$ cat config.mk
export PLATFORM = sky130hd
export DESIGN_NAME = amp_filter
export DESIGN_NICKNAME = d
export VERILOG_FILES = /design/src/rtl/amp_pkg.sv /design/src/rtl/amp_rst_sync.sv /design/src/rtl/amp_ctrl_reg.sv /design/src/rtl/amp_decide.sv /design/src/rtl/amp_filter.sv
export SDC_FILE = /design/constraint.sdc
export NUM_CORES = 1
export LEC_CHECK = 0
export ABC_CLOCK_PERIOD_IN_PS = 1500
export BUFFER_PORTS_ARGS = -buffer_cell sky130_fd_sc_hd__buf_2
export CAP_MARGIN = 5
export CORE_ASPECT_RATIO = 1.25
export CORE_MARGIN = 8
export CORE_UTILIZATION = 30
export DETAILED_ROUTE_END_ITERATION = 16
export PLACE_DENSITY = 0.84
export SETUP_SLACK_MARGIN = 0.4
export SYNTH_ARGS = -nofsm -noshare
export SYNTH_HDL_FRONTEND = slang
export SYNTH_SLANG_ARGS = --single-unit
$ cat constraint.sdc
create_clock -name clk -period 1.5 [get_ports clk]
set_clock_uncertainty 0.1 [all_clocks]
set_input_delay 0.3 -clock clk [delete_from_list [all_inputs] [get_ports clk]]
set_output_delay 0.3 -clock clk [all_outputs]
set_load 0.005 [all_outputs]
$ cat src/rtl/amp_pkg.sv
package amp_pkg;

  typedef enum logic [1:0] {
    PERM_NONE  = 2'b00,
    PERM_READ  = 2'b01,
    PERM_WRITE = 2'b10,
    PERM_BOTH  = 2'b11
  } perm_e;

  // bit 0 grants reads, bit 1 grants writes
  function automatic logic perm_allows(input logic [1:0] code, input logic is_write);
    return is_write ? code[1] : code[0];
  endfunction

endpackage

$ cat src/rtl/amp_rst_sync.sv
module amp_rst_sync (
  input  logic clk,
  input  logic rst_n_in,
  output logic rst_n_out
);

  logic [1:0] sync_q;

  always_ff @(posedge clk or negedge rst_n_in) begin
    if (!rst_n_in) begin
      sync_q <= 2'b00;
    end else begin
      sync_q <= {sync_q[0], 1'b1};
    end
  end

  assign rst_n_out = sync_q[1];

endmodule

$ cat src/rtl/amp_ctrl_reg.sv
module amp_ctrl_reg #(
  parameter int NUM_MASTERS = 4,
  parameter int REG_W       = 32
) (
  input  logic                 clk,
  input  logic                 rst_n,
  input  logic                 wr_req,
  input  logic [REG_W/8-1:0]   wr_be,
  input  logic [REG_W-1:0]     wr_data,
  output logic [2*NUM_MASTERS-1:0] perm_o,
  output logic [REG_W-1:0]     rd_data
);

  localparam int PERM_W = 2 * NUM_MASTERS;
  localparam int RSV_W  = REG_W - PERM_W;

  logic              full_word;
  logic              perm_en;
  logic [PERM_W-1:0] perm_d;
  logic [PERM_W-1:0] perm_q;

  assign full_word = &wr_be;
  assign perm_en   = wr_req & full_word;

  always_comb begin
    perm_d = perm_q;
    if (perm_en) begin
      perm_d = wr_data[PERM_W-1:0];
    end
  end

  always_ff @(posedge clk or negedge rst_n) begin
    if (!rst_n) begin
      perm_q <= '1;
    end else if (perm_en) begin
      perm_q <= perm_d;
    end
  end

  assign perm_o  = perm_q;
  assign rd_data = {{RSV_W{1'b1}}, perm_q};

endmodule

$ cat src/rtl/amp_decide.sv
module amp_decide #(
  parameter int NUM_MASTERS = 4,
  parameter int MID_W       = 3
) (
  input  logic [2*NUM_MASTERS-1:0] perm,
  input  logic                     valid,
  input  logic [MID_W-1:0]         mid,
  input  logic                     is_write,
  output logic                     grant,
  output logic                     deny
);

  import amp_pkg::*;

  logic [NUM_MASTERS-1:0] ok_vec;

  generate
    for (genvar m = 0; m < NUM_MASTERS; m++) begin : g_master
      localparam logic [MID_W-1:0] MY_ID = MID_W'(m);
      assign ok_vec[m] = (mid == MY_ID) && perm_allows(perm[2*m +: 2], is_write);
    end
  endgenerate

  // IDs with no field never match, so they are refused
  assign grant = valid & (|ok_vec);
  assign deny  = valid & ~(|ok_vec);

endmodule

$ cat src/rtl/amp_filter.sv
module amp_filter #(
  parameter int NUM_MASTERS = 4,
  parameter int MID_W       = 3,
  parameter int ADDR_W      = 24,
  parameter int REG_W       = 32
) (
  input  logic               clk,
  input  logic               rst_n,
  input  logic               reg_sel,
  input  logic               reg_wr,
  input  logic [REG_W/8-1:0] reg_be,
  input  logic [REG_W-1:0]   reg_wdata,
  output logic [REG_W-1:0]   reg_rdata,
  input  logic               req_valid,
  input  logic [MID_W-1:0]   req_mid,
  input  logic               req_write,
  input  logic [ADDR_W-1:0]  req_addr,
  output logic               mem_en,
  output logic               mem_write,
  output logic [ADDR_W-1:0]  mem_addr,
  output logic [MID_W-1:0]   mem_mid,
  output logic               resp_err
);

  localparam int PERM_W = 2 * NUM_MASTERS;

  logic              rst_n_int;
  logic [PERM_W-1:0] perm;
  logic              grant;
  logic              deny;
  logic              err_en;
  logic              err_d;
  logic              err_q;

  amp_rst_sync u_rst (
    .clk       (clk),
    .rst_n_in  (rst_n),
    .rst_n_out (rst_n_int)
  );

  amp_ctrl_reg #(.NUM_MASTERS(NUM_MASTERS), .REG_W(REG_W)) u_reg (
    .clk     (clk),
    .rst_n   (rst_n_int),
    .wr_req  (reg_sel & reg_wr),
    .wr_be   (reg_be),
    .wr_data (reg_wdata),
    .perm_o  (perm),
    .rd_data (reg_rdata)
  );

  amp_decide #(.NUM_MASTERS(NUM_MASTERS), .MID_W(MID_W)) u_dec (
    .perm     (perm),
    .valid    (req_valid),
    .mid      (req_mid),
    .is_write (req_write),
    .grant    (grant),
    .deny     (deny)
  );

  assign err_en = deny | err_q;
  assign err_d  = deny;

  always_ff @(posedge clk or negedge rst_n_int) begin
    if (!rst_n_int) begin
      err_q <= 1'b0;
    end else if (err_en) begin
      err_q <= err_d;
    end
  end

  assign mem_en    = grant;
  assign mem_write = req_write;
  assign mem_addr  = req_addr;
  assign mem_mid   = req_mid;
  assign resp_err  = err_q;

endmodule

==> impl_metrics.toml <==
[timing]
hold_viol_final = 0
min_period_over_period = 1.247
setup_slack_ns = -0.3706
max_freq_ghz = 0.5346
drv_slew = 0
fin_crit_ns = 1.871
whs_ns = 0.05176
finalSetupTns_ns = -0.3706
setup_viol = 1
rsz0062_at_grt = "true"

[worst_setup_path]
critPathCaptureType = "output port"
rrSetupSlack_ns = 0.04
start_kind = "register"
reg2reg_depth = 5
cp_top_family = "flip-flops"
setup.worst_path.class = "reg -> out"
cp.required_ns = 1.10
cpPeakStageDelay_ns = 0.54
reg2reg_from = "u_reg.perm_o[7]$_DFFE_PN1P_"
worstPathArrival_ns = 1.47
worst-path-stages = 4
worstPathCellList = "mux2i_1, nor4bb_2, o31a_1, buf_2"
slowest_stage = "dfstp_2"
r2r_end = "resp_err$_DFFE_PN0P_"
crit_buf_inv = 1
crit_fanout = 2

[final_layout]
layout_commonest_cell = "buf_2"
diodes = 0
num-fill-cells = 331
final_cell_mix = "buf_2, conb_1, buf_6, dfstp_2"
area_delta_synth_final_pct = 17.38
drive_gt1_frac = 0.6306
layout.cells.non_filler = 147
fin_nets = 181

[power]
ir_drop_mv = 0.3734
pwr-share-clk = 0.203
p_switching_uw = 244.3
p_sw_frac = 0.2536
powerDensity_nw_per_um2 = 912.5
combPwrFrac = 0.369
leakage_uw = 0.0005399
seqPwrFrac = 0.428
internal-power_uw = 719.3

[detailed_routing]
vias = 567
drtAntennaViolNets = 0
drt_iter0_drc = 4
routed_wl_um = 1958
highest_layer = "met4"
detail_route.wl_per_cell_um = 13.32
dr.pass1.iters = 2
wl_met2_um = 939
vias_per_cell = 3.857
met3WireLength_um = 291
drc = 0
met1_length_um = 678

[cts]
cts_root_buffer = "clkbuf_4"
clock-sinks = 11
clk_pin_slew_ns = 0.07
cts_max_path_buffers = 2
h-tree-depth = 1
cts_tree = "yes"
cts_buffers = 3
insertion_delay_ns = 0.26

[synthesis]
synth_compound_area_frac = 0.01669
yosys_warnings = 0
yosysTopAreaCell = "buf_4"
synth-xor-area-share = 0
yosys-top-cells-area = "buf_4, dfstp_2, mux2_2"
synth_top_family_by_area = "buffers and inverters"
syn_inst = 87
synth.distinct_cells = 17
synth_area_per_cell_sq_um = 10.34
yosys.area_share.simple = 0.07093
syn-cell-area_sq_um = 899.6
ys_ff_latch = 11
muxShareOfSynthArea = 0.1446
seq_area_frac_synth = 0.3171
yosys.area_share.adder = 0
synth_top_cell_area_share = 0.4339

[global_routing]
grt_max_degree = 10
overflow = 0
grt_pass1_vias = 644
antenna_found_initial = 0
grt_pass1_wl_um = 3008
grt_usage = 0.07737

[floorplanning]
core_sq_um = 2890
chipWidth_um = 64.98
core.rowCount = 22
io_pins = 131
start_util = 0.3113
die_h_um = 77.23
die-area_sq_um = 5018

[flow_run]
maxCapViolCount = 0

[status]
status = "finished with violations"
violations = "setup timing"

[place]
place_inst = 134
dp_hpwl_um = 1576
portBuffers = 34
place_congestion = 0.6180

[hold_path]
hp-class = "reg -> async"
[layout make-up]
type | count | area (sq um) | share of cell area
well taps | 36 | 45.04 | 0.04265
repair buffers | 49 | 361.6 | 0.3424
flip-flops and latches | 11 | 285.3 | 0.2701
clock buffers | 4 | 26.28 | 0.02488
multi-input cells | 47 | 337.8 | 0.3199
[worst max-delay path by stage]
stage | start | to | slack [ns]
2_1_floorplan | u_reg.perm_o[7]$_DFFE_PN1P_ | mem_en | 0.02
3_3_place_gp | req_write | mem_en | -0.17
3_5_place_dp | req_mid[1] | mem_en | -0.17
4_1_cts | u_reg.perm_o[7]$_DFFE_PN1P_ | mem_en | -0.39
5_1_grt | u_reg.perm_o[4]$_DFFE_PN1P_ | mem_en | -0.49
6_report | u_reg.perm_o[7]$_DFFE_PN1P_ | mem_en | -0.37
[cell usage after synthesis]
master / number
mux2_2: 7
nand2_1: 1
nor4b_1: 2
nor4bb_1: 1
or3_1: 1
buf_4: 52
nor2_4: 1
mux2i_1: 4
nand4_1: 1
mux2_1: 1
o31a_1: 1
or3b_1: 1
dfrtp_1: 3
buf_6: 1
o22ai_1: 1
dfstp_2: 8
conb_1: 1
[stage by stage]
step,power (uW),instance area (sq um),worst slack (ns),util
3_5_place_dp,661.4,870.8,-0.1668,0.3013
3_3_place_gp,656.7,870.8,-0.1713,0.3013
4_1_cts,944.0,1008,-0.3881,0.3489
6_report,963.6,1056,-0.3706,0.3654
5_1_grt,1036,1056,-0.4876,0.3654
2_1_floorplan,626.1,1012,0.02186,-
[flip-flops by register name (all words and copies together), names as in the netlist]
register,flops
resp_err,1
u_reg.perm_o,8
u_rst.sync_q,2
[per-layer routing]
metal  global-route usage  vias to the layer above
li1                     -                      257
met1              0.06981                      258
met2               0.1167                       44
met3              0.04942                        8
met4              0.06783                        0
met5                    0                        -
[power by group through the flow]
stage          combinational [uW]  clock (uW)  sequential [uW]
4_1_cts                       320         211              413
3_3_place_gp                  245           0              412
3_5_place_dp                  248           0              414
6_report                      355         196              413
5_1_grt                       387         228              421
2_1_floorplan                 209           0              417
[kinds of logic (layout without fill, tap and decap cells)]
kind of cell,after synthesis,after routing
compound gates,2,2
buf+inv,53,53
flops,11,11
mux,12,12
other cells,1,25
simple gates,8,8
[timing repair]
| item | 4_1_cts | 5_1_grt |
|---|---|---|
| endpoints found under the setup margin | 19 | 11 |
| endpoints found under the hold margin | 2 | 0 |
| buffers inserted | 4 | 4 |
| hold buffers | 1 | 0 |
| gates resized for setup | 11 | 4 |
| pin swaps | 2 | 1 |
No activity file was read; power rests on OpenSTA's default activity.
